==> src/rtl/irqr_pkg.sv <==
// Shared types for the interrupt register bank.
// Assumes: the three access flavours of a register are distinguished only by address.
package irqr_pkg;
    typedef enum logic [1:0] {
        OP_NONE  = 2'd0,
        OP_WRITE = 2'd1,
        OP_SET   = 2'd2,
        OP_CLR   = 2'd3
    } reg_op_e;
endpackage

==> src/rtl/irqr_alias_decode.sv <==
// Maps an address onto the access flavour of one register triplet:
// base = load, base+4 = set bits, base+8 = clear bits.
// Assumes: BASE is 4-byte aligned and BASE+8 fits in ADDR_W bits.
module irqr_alias_decode
    import irqr_pkg::*;
#(
    parameter int ADDR_W = 8,
    parameter int BASE   = 0
) (
    input  logic [ADDR_W-1:0] addr,
    output reg_op_e           op
);
    localparam logic [ADDR_W-1:0] A_LOAD = ADDR_W'(BASE);
    localparam logic [ADDR_W-1:0] A_SET  = ADDR_W'(BASE + 4);
    localparam logic [ADDR_W-1:0] A_CLR  = ADDR_W'(BASE + 8);

    // Select the access flavour from the address.
    always_comb begin
        if (addr == A_LOAD)     op = OP_WRITE;
        else if (addr == A_SET) op = OP_SET;
        else if (addr == A_CLR) op = OP_CLR;
        else                    op = OP_NONE;
    end
endmodule

==> src/rtl/irqr_bitreg.sv <==
// A vector of flag bits that can be loaded, set or cleared by a register op.
// Per-bit event inputs set a flag and win over any clear in the same cycle.
// The soft reset input clears every bit and has the highest priority.
// Assumes: op is already qualified by the write strobe.
module irqr_bitreg
    import irqr_pkg::*;
#(
    parameter int W = 8
) (
    input  logic         clk,
    input  logic         rst_n,
    input  logic         srst,
    input  reg_op_e      op,
    input  logic [W-1:0] wdata,
    input  logic [W-1:0] evt,
    output logic [W-1:0] q
);
    for (genvar i = 0; i < W; i++) begin : g_bit
        logic nxt;

        // Next value of one flag from the register op, before events.
        always_comb begin
            unique case (op)
                OP_WRITE: nxt = wdata[i];
                OP_SET:   nxt = q[i] | wdata[i];
                OP_CLR:   nxt = q[i] & ~wdata[i];
                default:  nxt = q[i];
            endcase
        end

        // Flag storage: soft reset, then event, then register op.
        always_ff @(posedge clk) begin
            if (!rst_n || srst) q[i] <= 1'b0;
            else                q[i] <= nxt | evt[i];
        end
    end
endmodule

==> src/rtl/irqr_soft_reset.sv <==
// Soft reset flag of the control register. A load or set that writes a one
// to the flag raises it, and it drops back to zero on the following edge.
// Assumes: the consumer clears its state on the edge where the flag is high.
module irqr_soft_reset
    import irqr_pkg::*;
(
    input  logic    clk,
    input  logic    rst_n,
    input  reg_op_e op,
    input  logic    wbit,
    output logic    srst_q
);
    logic req;

    // A request comes from a load or set alias carrying a one.
    assign req = wbit && (op == OP_WRITE || op == OP_SET);

    // Raise the flag on a request and clear it one cycle later.
    always_ff @(posedge clk) begin
        if (!rst_n)      srst_q <= 1'b0;
        else if (srst_q) srst_q <= 1'b0;
        else             srst_q <= req;
    end
endmodule

==> src/rtl/irq_status_regs.sv <==
// Interrupt status/enable register with load, set and clear aliases, plus
// a control register whose top bit is a self-clearing soft reset.
// Status flags sit in bits NUM_SRC-1:0 and enables in the NUM_SRC bits above.
// Assumes: one write per cycle, and reads are combinational on rd_addr.
module irq_status_regs
    import irqr_pkg::*;
#(
    parameter int                ADDR_W    = 8,
    parameter int                DW        = 32,
    parameter int                NUM_SRC   = 8,
    parameter int                CTRL_BASE = 'h00,
    parameter int                IRQ_BASE  = 'h40,
    parameter logic [NUM_SRC-1:0] IRQ_MASK = 8'h6F
) (
    input  logic               clk,
    input  logic               rst_n,
    input  logic               wr_en,
    input  logic [ADDR_W-1:0]  wr_addr,
    input  logic [DW-1:0]      wr_data,
    input  logic [ADDR_W-1:0]  rd_addr,
    output logic [DW-1:0]      rd_data,
    input  logic [NUM_SRC-1:0] evt_pulse,
    output logic               irq
);
    localparam int EN_LO   = NUM_SRC;
    localparam int EN_HI   = 2 * NUM_SRC - 1;
    localparam int PAD_W   = DW - 2 * NUM_SRC;
    localparam int SRST_B  = DW - 1;

    reg_op_e ctrl_op, irq_op, ctrl_wop, irq_wop, ctrl_rop, irq_rop;
    logic    srst_q;
    logic    irq_wr_any;
    logic    irq_rd_hit;
    logic [NUM_SRC-1:0] status;
    logic [NUM_SRC-1:0] enable;
    logic               unused_wr_bits;

    assign unused_wr_bits = ^wr_data[DW-2:2*NUM_SRC];

    irqr_alias_decode #(.ADDR_W(ADDR_W), .BASE(CTRL_BASE)) u_ctrl_wdec (
        .addr (wr_addr),
        .op   (ctrl_op)
    );

    irqr_alias_decode #(.ADDR_W(ADDR_W), .BASE(IRQ_BASE)) u_irq_wdec (
        .addr (wr_addr),
        .op   (irq_op)
    );

    irqr_alias_decode #(.ADDR_W(ADDR_W), .BASE(CTRL_BASE)) u_ctrl_rdec (
        .addr (rd_addr),
        .op   (ctrl_rop)
    );

    irqr_alias_decode #(.ADDR_W(ADDR_W), .BASE(IRQ_BASE)) u_irq_rdec (
        .addr (rd_addr),
        .op   (irq_rop)
    );

    // Qualify the write decodes with the strobe.
    always_comb begin
        ctrl_wop = wr_en ? ctrl_op : OP_NONE;
        irq_wop  = wr_en ? irq_op  : OP_NONE;
    end

    assign irq_wr_any = (irq_wop != OP_NONE);
    assign irq_rd_hit = (irq_rop != OP_NONE);

    irqr_soft_reset u_srst (
        .clk    (clk),
        .rst_n  (rst_n),
        .op     (ctrl_wop),
        .wbit   (wr_data[SRST_B]),
        .srst_q (srst_q)
    );

    irqr_bitreg #(.W(NUM_SRC)) u_status (
        .clk   (clk),
        .rst_n (rst_n),
        .srst  (srst_q),
        .op    (irq_wop),
        .wdata (wr_data[NUM_SRC-1:0]),
        .evt   (evt_pulse),
        .q     (status)
    );

    irqr_bitreg #(.W(NUM_SRC)) u_enable (
        .clk   (clk),
        .rst_n (rst_n),
        .srst  (srst_q),
        .op    (irq_wop),
        .wdata (wr_data[EN_HI:EN_LO]),
        .evt   ({NUM_SRC{1'b0}}),
        .q     (enable)
    );

    // Interrupt line: enabled, pending sources that count in master mode.
    assign irq = |(status & enable & IRQ_MASK);

    // Read mux: all three aliases of a register return its value.
    always_comb begin
        if (ctrl_rop != OP_NONE)
            rd_data = {srst_q, {(DW-1){1'b0}}};
        else if (irq_rd_hit)
            rd_data = {{PAD_W{1'b0}}, enable, status};
        else
            rd_data = '0;
    end
endmodule

==> config.mk <==
export PLATFORM = sky130hd
export DESIGN_NAME = irq_status_regs
export DESIGN_NICKNAME = d
export VERILOG_FILES = /design/src/rtl/irqr_pkg.sv /design/src/rtl/irqr_alias_decode.sv /design/src/rtl/irqr_bitreg.sv /design/src/rtl/irqr_soft_reset.sv /design/src/rtl/irq_status_regs.sv
export SDC_FILE = /design/constraint.sdc
export NUM_CORES = 1
export LEC_CHECK = 0
export ABC_AREA = 1
export BUFFER_PORTS_ARGS = -buffer_cell sky130_fd_sc_hd__clkbuf_2
export CORE_MARGIN = 2
export CORE_UTILIZATION = 45
export CTS_CLUSTER_SIZE = 10
export DETAILED_ROUTE_END_ITERATION = 7
export HOLD_SLACK_MARGIN = 0.03
export MAX_ROUTING_LAYER = met4
export PLACE_DENSITY = 0.85
export SYNTH_ARGS = -nofsm -noshare
export SYNTH_HDL_FRONTEND = slang
export SYNTH_SLANG_ARGS = --single-unit
==> constraint.sdc <==
create_clock -name clk -period 2.8 [get_ports clk]
set_input_delay 0.28 -clock clk [delete_from_list [all_inputs] [get_ports clk]]
set_output_delay 0.28 -clock clk [all_outputs]
set_load 0.05 [all_outputs]
# == Yosys cells after proc, flatten, opt, wreduce, memory -nomap -nowiden ==
# Cells that the tools add are included.
# word_totals
ff_bits,17
inputBits,59
output_inout_bits,33
elab_cells,133
# classes
reduce_logical,11
mux,32
bitwise_logic,58
eq_ne,15
# op_table
cell,n
$eq 8x7->1 const B,6
$pmux 1 s3,16
$mux 32,1
$mux 2,14
$or 1x1->1,24
$not 1->1,17
$and 1x1->1,16
$eq 8x3->1 const B,2
$eq 8x4->1 const B,2
$logic_not 8->1,2
$mux 16,1
$and 7x7->7,1
$eq 2x2->1 const B,3
$reduce_or 6->1,1
$eq 2x1->1 const B,2
$reduce_bool 2->1,2
$reduce_bool 3->1,1
$logic_or 1x1->1,2
$reduce_or 2->1,1
$logic_and 1x1->1,1
$logic_not 1->1,1

# == Longest topological paths before layout ==
# Gate-level depths: netlist of run 1.
# logic_depth
ltp_word,8
mapped_depth,8
ltp_nobuf,8

# == Cells and area by module ==
# Synthesis of run 1 repeated with hierarchy kept, for this count alone.
# hier_totals
cells_unflattened,297
area_unflattened_um2,1642.8
# by_module_without_submodules
module,cells_each,n_inst,area_each_um2,seq_area_each_um2
irqr_bitreg,88,2,528.0,160.2
irq_status_regs,74,1,375.4,0.0
irqr_alias_decode at u_ctrl_rdec ...,11,2,42.5,0.0
irqr_alias_decode at u_irq_rdec ...,8,2,36.3,0.0
irqr_soft_reset,9,1,53.8,20.0

# == Worst setup path before layout of run 1 ==
# Ideal clock, no wire load.
# synth_path
path_type,input to output
startpoint,in rd_addr[1]
endpoint,out rd_data[10]
t_required_ps,2520
path_buffers,1
t_arrival_ps,1553
stages,5
path_slack_ps,967
cell_sequence,nor2_1 > o21ai_0 > nand3b_1 > buf_2 > nor2_1
# synth_via
elab_chain_len,7
# synth_lines
item,line,rtl
from (decl),irq_status_regs.sv:20,"input logic [ADDR_W-1:0] rd_addr,"
$eq 8x7->1,irqr_alias_decode.sv:21,else if (addr == A_CLR) op = OP_CLR;
$mux 2,irqr_alias_decode.sv:21,
$mux 2,irqr_alias_decode.sv:20,else if (addr == A_SET) op = OP_SET;
$mux 2,irqr_alias_decode.sv:19,if (addr == A_LOAD) op = OP_WRITE;
$reduce_bool 2->1,irq_status_regs.sv:67,assign irq_rd_hit = (irq_rop != OP_NONE);
$mux 16,irq_status_regs.sv:104,else if (irq_rd_hit)
$mux 32 *,irq_status_regs.sv:102,if (ctrl_rop != OP_NONE)
to (decl),irq_status_regs.sv:21,"output logic [DW-1:0] rd_data,"
# Mark *: on every way between the ends. The rest lies on a longest branch, timed or not.

# == Final worst setup path of run 1 ==
# layout_path
startpoint,in rd_addr[5]
endpoint,out rd_data[0]
# Same word-level chain as after synthesis.

==> results of run 1 <==
## power by group through the flow
| stage | clock network (W) | logic [W] | registers [W] |
|---|---|---|---|
| global placement | 0 | 0.000147 | 0.000258 |
| CTS | 0.000139 | 0.000150 | 0.000253 |
| detailed placement | 0 | 0.000149 | 0.000259 |
| floorplan | 0 | 0.000119 | 0.000258 |
| global route | 0.000150 | 0.000166 | 0.000254 |
| finish | 0.000139 | 0.000150 | 0.000253 |
## worst max-delay path by stage
stage | from | endpoint | cells after the start
final | rd_addr[5] | rd_data[0] | 5
after global routing | rd_addr[5] | rd_data[2] | 5
after CTS | rd_addr[1] | rd_data[0] | 6
after detailed placement | rd_addr[1] | rd_data[0] | 6
after global placement | rd_addr[5] | rd_data[0] | 5
after floorplan | rd_addr[1] | rd_data[10] | 5
## cells in the final DEF (no fill, tap or decap), drive strengths merged
cell type and count:
nand2 39, clkbuf 64, nor3 1, o22ai 2
clkinv 1, nor4 1, conb 15, o21ai 1
inv 41, nor2 37, a21oi 9, nand3 27
o211ai 15, nand3b 1, dfxtp 17
## synth_stat cells
library cell	instances	area, um^2
conb_1	1	3.75
nor2_4	1	11.3
buf_2	2	10.0
nand3b_1	1	7.51
buf_4	16	120
dfxtp_1	17	340
nor3_1	1	5.00
nor4_1	1	6.26
nand3_1	23	115
o22ai_1	2	12.5
a21oi_2	7	61.3
nor2_2	2	12.5
a21oi_1	2	10.0
nand2_4	1	11.3
nor2_8	1	20.0
nand2_1	36	135
nand2_2	2	12.5
o211ai_1	15	113
inv_1	39	146
nor2_1	33	124
nand3_2	4	40.0
inv_2	1	3.75
buf_6	2	22.5
inv_6	1	8.76
o21ai_0	1	5.00
## sequential cells by signal (all words and copies together) (netlist names)
register       flops
u_enable.q         8
u_srst.srst_q      1
u_status.q         8
## stage by stage
step                utilization (%)  cells  setup WS, ns  power, W  hold slack [ns]
detailed placement             57.1    298         0.819  0.000408            0.482
CTS                            58.1    302         0.817  0.000542            0.208
global placement               57.1    298         0.858  0.000406            0.471
floorplan                         -    226         0.967  0.000376            0.356
global route                   58.1    302         0.637  0.000571            0.209
finish                         58.1    302         0.862  0.000542            0.207
## cell type report
| cell class | instances | area share (%) |
|---|---|---|
| multi-input combinational | 148 | 46.5 |
| sequential | 17 | 20.9 |
| inverter | 41 | 9.75 |
| timing repair buffer | 61 | 18.7 |
| clock buffer | 3 | 1.38 |
| tap | 31 | 2.38 |
| clock inverter | 1 | 0.307 |
## routing by layer
layer	share of wire [%]	track usage (%)	wire (um)	vias up
met1	44	26.3	1350	607
met4	1.3	4.87	41	0
met3	6.9	5.27	215	4
li1	-	-	-	760
met2	48	31.3	1490	47
met5	0	-	0	-
## worst max-delay path, delay by kind of cell
family,cells,cell delay [ns]
and+or+nand+nor,3,1.00
buffers and inverters,2,0.39
## logic make-up (layout without fill, tap and decap cells)
logic type	Yosys count	in the layout	synth area share [%]
and+or+nand+nor	106	106	36.9
buffers and inverters	61	106	22.9
DFF	17	17	25.1
other	1	15	0.276
AOI/OAI and AO/OA	27	27	14.8
==> results.json, run 1 <==
{
  "status": "finished, violations left",
  "violations": "design-rule violations",
  "vias_per_cell": 4.70,
  "skew_ns": 0.00341,
  "clock-root-buffer": "clkbuf_4",
  "relSlewSlack_pct": 55.7,
  "seq_area_frac_synth_pct": 25.1,
  "p_int_w": 0.000345,
  "fin_crit_sh_pct": 69.2,
  "path_max_fanout": 16,
  "max_stage_delay_ns": 0.50,
  "clock_sinks": 17,
  "clock_path_buffers": 2,
  "switching_share_pct": 36.3,
  "core-area_mm2": 0.00281,
  "ant_nets": 0,
  "startpoint_type": "input pin",
  "cts_setup_buffers": 0,
  "die-area_mm2": 0.00347,
  "antenna_found_initial": 0,
  "p_per_area_mw_per_mm2": 333,
  "synth_cell_type_count": 25,
  "nFillCells": 276,
  "n_antenna_cell": 0,
  "whs_endpoint": "u_srst.srst_q$_SDFF_PP0_",
  "clk_latency_ns": 0.30,
  "pwr-share-clk_pct": 25.6,
  "fin_nets": 331,
  "grt_max_degree": 34,
  "ir_drop_mv": 0.238,
  "worstHoldStart": "wr_data[31]",
  "power_frac_comb_pct": 27.7,
  "die_x_um": 58.9,
  "worstMarginPinSlew_ns": 0.663,
  "drive_gt1_share_pct": 31.4,
  "finalWeightedCongestion": 0.778,
  "drt_first_pass_iters": 6,
  "grt_setup_unrepaired": "false",
  "die_y_um": 58.9,
  "grt_pass1_wl_um": 5260,
  "grt_remaining_overflow": 0,
  "vias": 1418,
  "cts-hold-fix-buffers": 0,
  "slew_viol_final": 0,
  "drv_cap": 0,
  "regToRegStartpoint": "u_srst.srst_q$_SDFF_PP0_",
  "io_buffers": 61,
  "synth_warnings": 0,
  "tns_ns": 0,
  "cts_made_buffers": 3,
  "cts_tree": "done",
  "path_cells": "clkbuf_2 > nor3_1 > nand3b_1 > nor2_1 > clkbuf_2",
  "synth_area_per_cell_um2": 6.40,
  "cts_resized": 0,
  "p_switching_w": 0.000197,
  "arrival_ns": 1.66,
  "rows": 19,
  "p_leak_nw": 0.913,
  "synth_seq_cells": 17,
  "wl_per_cell_um": 10.3,
  "netlist_instances": 212,
  "worstReg2RegEnd": "u_enable.q[0]$_SDFFE_PP0P_",
  "drc_errors": 6,
  "stdcell_area_mm2": 0.00163,
  "reg2reg_slack_ns": 1.28,
  "drt_wl_total_um": 3100,
  "htreeDepth": 1,
  "fmax_mhz": 516,
  "syn_area_mm2": 0.00136,
  "crit_path_frequent_cell": "clkbuf_2",
  "end_kind": "output pin",
  "seqPwrFrac_pct": 46.7,
  "finalSetupViolCount": 0,
  "period_needed_ns": 1.94,
  "min-delay-path-class": "in2reg",
  "first_global_vias": 1236,
  "reg2reg_depth": 5,
  "crit_path_top_delay_cell": "nand3b_1",
  "start_util_pct": 48.4,
  "critical_path_class": "in2out",
  "placed_area_mm2": 0.00160,
  "area_delta_synth_final_pct": 20.0,
  "cp_data_required_time_ns": 2.52,
  "hold_viol_final": 0,
  "multi_input_area_um2": 758,
  "grt_usage_pct": 20.2,
  "path_clk_slew_ns": 0.10,
  "holdPathStages": 3,
  "ff_latch_area_um2": 340,
  "first_iter_violations": 43,
  "io_pins": 92,
  "dp_hpwl_um": 2360
}
Power figures use the tool's default switching activity.
==> run 2: changes to the inputs <==
Settings changed: CORE_UTILIZATION 45 to 42, PLACE_DENSITY 0.85 to 0.8.
Clock period 2.8 ns to 1.9 ns, I/O delays scaled along.
==> run 2 against run 1 <==
The run now ends clean. Hold slack lost 0.094 ns. Clock skew grew 0.0087 ns. Sequential share of layout area decreased by 0.49 points. Via count increased by 4.7%. Combinational power up 49%. Largest cell class unchanged.
==> results.json, run 2 (same netlist as run 1, synthesis figures left out) <==
{
  "skew_ns": 0.0121,
  "critical_path_class": "reg2out",
  "p_leak_nw": 0.927,
  "cts_resized": 0,
  "hold_viol_final": 0,
  "worstHoldStart": "wr_data[13]",
  "fmax_mhz": 666,
  "drc_errors": 0,
  "path_cells": "inv_1 > o22ai_1 > a21oi_1 > nand2_1 > clkbuf_2",
  "relSlewSlack_pct": 64.3,
  "start_util_pct": 44.5,
  "max_stage_delay_ns": 0.35,
  "p_per_area_mw_per_mm2": 480,
  "fin_cells": 318,
  "finalSetupViolCount": 0,
  "placed_area_mm2": 0.00164,
  "grt_pass1_wl_um": 5000,
  "regToRegStartpoint": "u_srst.srst_q$_SDFF_PP0_",
  "fin_crit_sh_pct": 79.0,
  "die_x_um": 60.9,
  "cts_made_buffers": 3,
  "rows": 20,
  "multi_input_area_um2": 758,
  "path_max_fanout": 2,
  "largestRegisters": "u_enable.q x8, u_status.q x8, u_srst.srst_q x1",
  "cp_data_required_time_ns": 1.71,
  "cts-hold-fix-buffers": 0,
  "grt_max_degree": 19,
  "finalWeightedCongestion": 0.804,
  "crit_path_top_delay_cell": "dfxtp_1",
  "first_iter_violations": 60,
  "status": "finished clean",
  "core-area_mm2": 0.00305,
  "path_clk_slew_ns": 0.11,
  "end_kind": "output pin",
  "htreeDepth": 1,
  "fin_nets": 334,
  "antenna_found_initial": 0,
  "finalPower_w": 0.000800,
  "n_antenna_cell": 0,
  "final_common_cell": "clkbuf_2",
  "die_y_um": 60.9,
  "clk_latency_ns": 0.31,
  "vias_per_cell": 4.67,
  "drive_gt1_share_pct": 32.1,
  "die-area_mm2": 0.00370,
  "setup_ws_ns": 0.399,
  "layout_common_cells": "clkbuf_2, inv_1, nand2_1",
  "min-delay-path-class": "in2reg",
  "worstMarginPinSlew_ns": 0.533,
  "ff_latch_area_um2": 340,
  "cts_tree": "done",
  "dp_slack_ns": 0.491,
  "clock_sinks": 17,
  "io_buffers": 61,
  "wl_per_cell_um": 9.81,
  "slew_viol_final": 0,
  "nFillCells": 336,
  "clock_path_buffers": 2,
  "first_global_vias": 1203,
  "area_delta_synth_final_pct": 22.9,
  "arrival_ns": 1.31,
  "grt_setup_unrepaired": "false",
  "startpoint_type": "flip-flop",
  "worst-path-buf-inv": 2,
  "dp_hpwl_um": 2450,
  "period_needed_ns": 1.50,
  "grt_remaining_overflow": 0,
  "ant_nets": 0,
  "drt_wl_total_um": 3120,
  "ir_drop_mv": 0.290,
  "drt_first_pass_iters": 4,
  "io_pins": 92,
  "dpl.cell_count": 314,
  "tns_ns": 0,
  "vias": 1484,
  "cp-startpoint": "u_enable.q[6]$_SDFFE_PP0P_",
  "grt_usage_pct": 18.4,
  "drv_cap": 0,
  "cts_setup_buffers": 0,
  "stdcell_area_mm2": 0.00167,
  "path_delay_family": "flip-flops",
  "clock-root-buffer": "clkbuf_4"
}
-- run 2: cell count changes in the layout (fill, tap and decap cells not counted) --
| cell | previous run | this run |
|---|---|---|
| buf_4 | 0 | 3 |
-- run 2: per-stage QoR --
stage | hold slack (ns) | utilization (%)
final | 0.112 | 54.6
after global routing | 0.107 | 54.6
after CTS | 0.111 | 54.6
after detailed placement | 0.437 | 53.7
after global placement | 0.429 | 53.7
after floorplan | 0.266 | -
-- run 2: path summary, 6_finish.rpt --
path	end	slack, ns	cells after the start
max	irq	0.40	5
min	u_enable.q[5]$_SDFFE_PP0P_	0.11	3
max reg2reg	u_enable.q[0]$_SDFFE_PP0P_	0.79	5
min reg2reg	u_enable.q[5]$_SDFFE_PP0P_	0.49	2
-- run 2: final cells by class --
type                            instances  area share [%]
Clock buffer                            3            1.35
Timing Repair Buffer                   64            19.7
Tap cell                               44            3.30
Sequential cell                        17            20.4
Clock inverter                          1           0.300
Inverter                               41            9.53
Multi-Input combinational cell        148            45.5
-- run 2: worst reg2reg max path, stage by stage, from the launching register on --
cell and delay, ns:
dfxtp_1 0.31, inv_1 0.05, nand2_1 0.06, nor2_1 0.42, nand3_1 0.14, nand2_1 0.09
-- run 2: power breakdown --
part | internal [W] | total, W | switching [W]
clock | 0.0000786 | 0.000204 | 0.000126
combinational | 0.0000629 | 0.000223 | 0.000160
sequential | 0.000369 | 0.000373 | 0.00000404
total | 0.000510 | 0.000800 | 0.000290
-- run 2: metal layers --
layer	part of all wire, %	track usage (%)	vias to the layer above	routed length, um
met5	0	-	-	0
met4	1.1	4.66	0	33
met3	7.3	5.54	5	229
met2	49	29.8	50	1510
met1	43	22.3	664	1340
li1	-	-	765	-
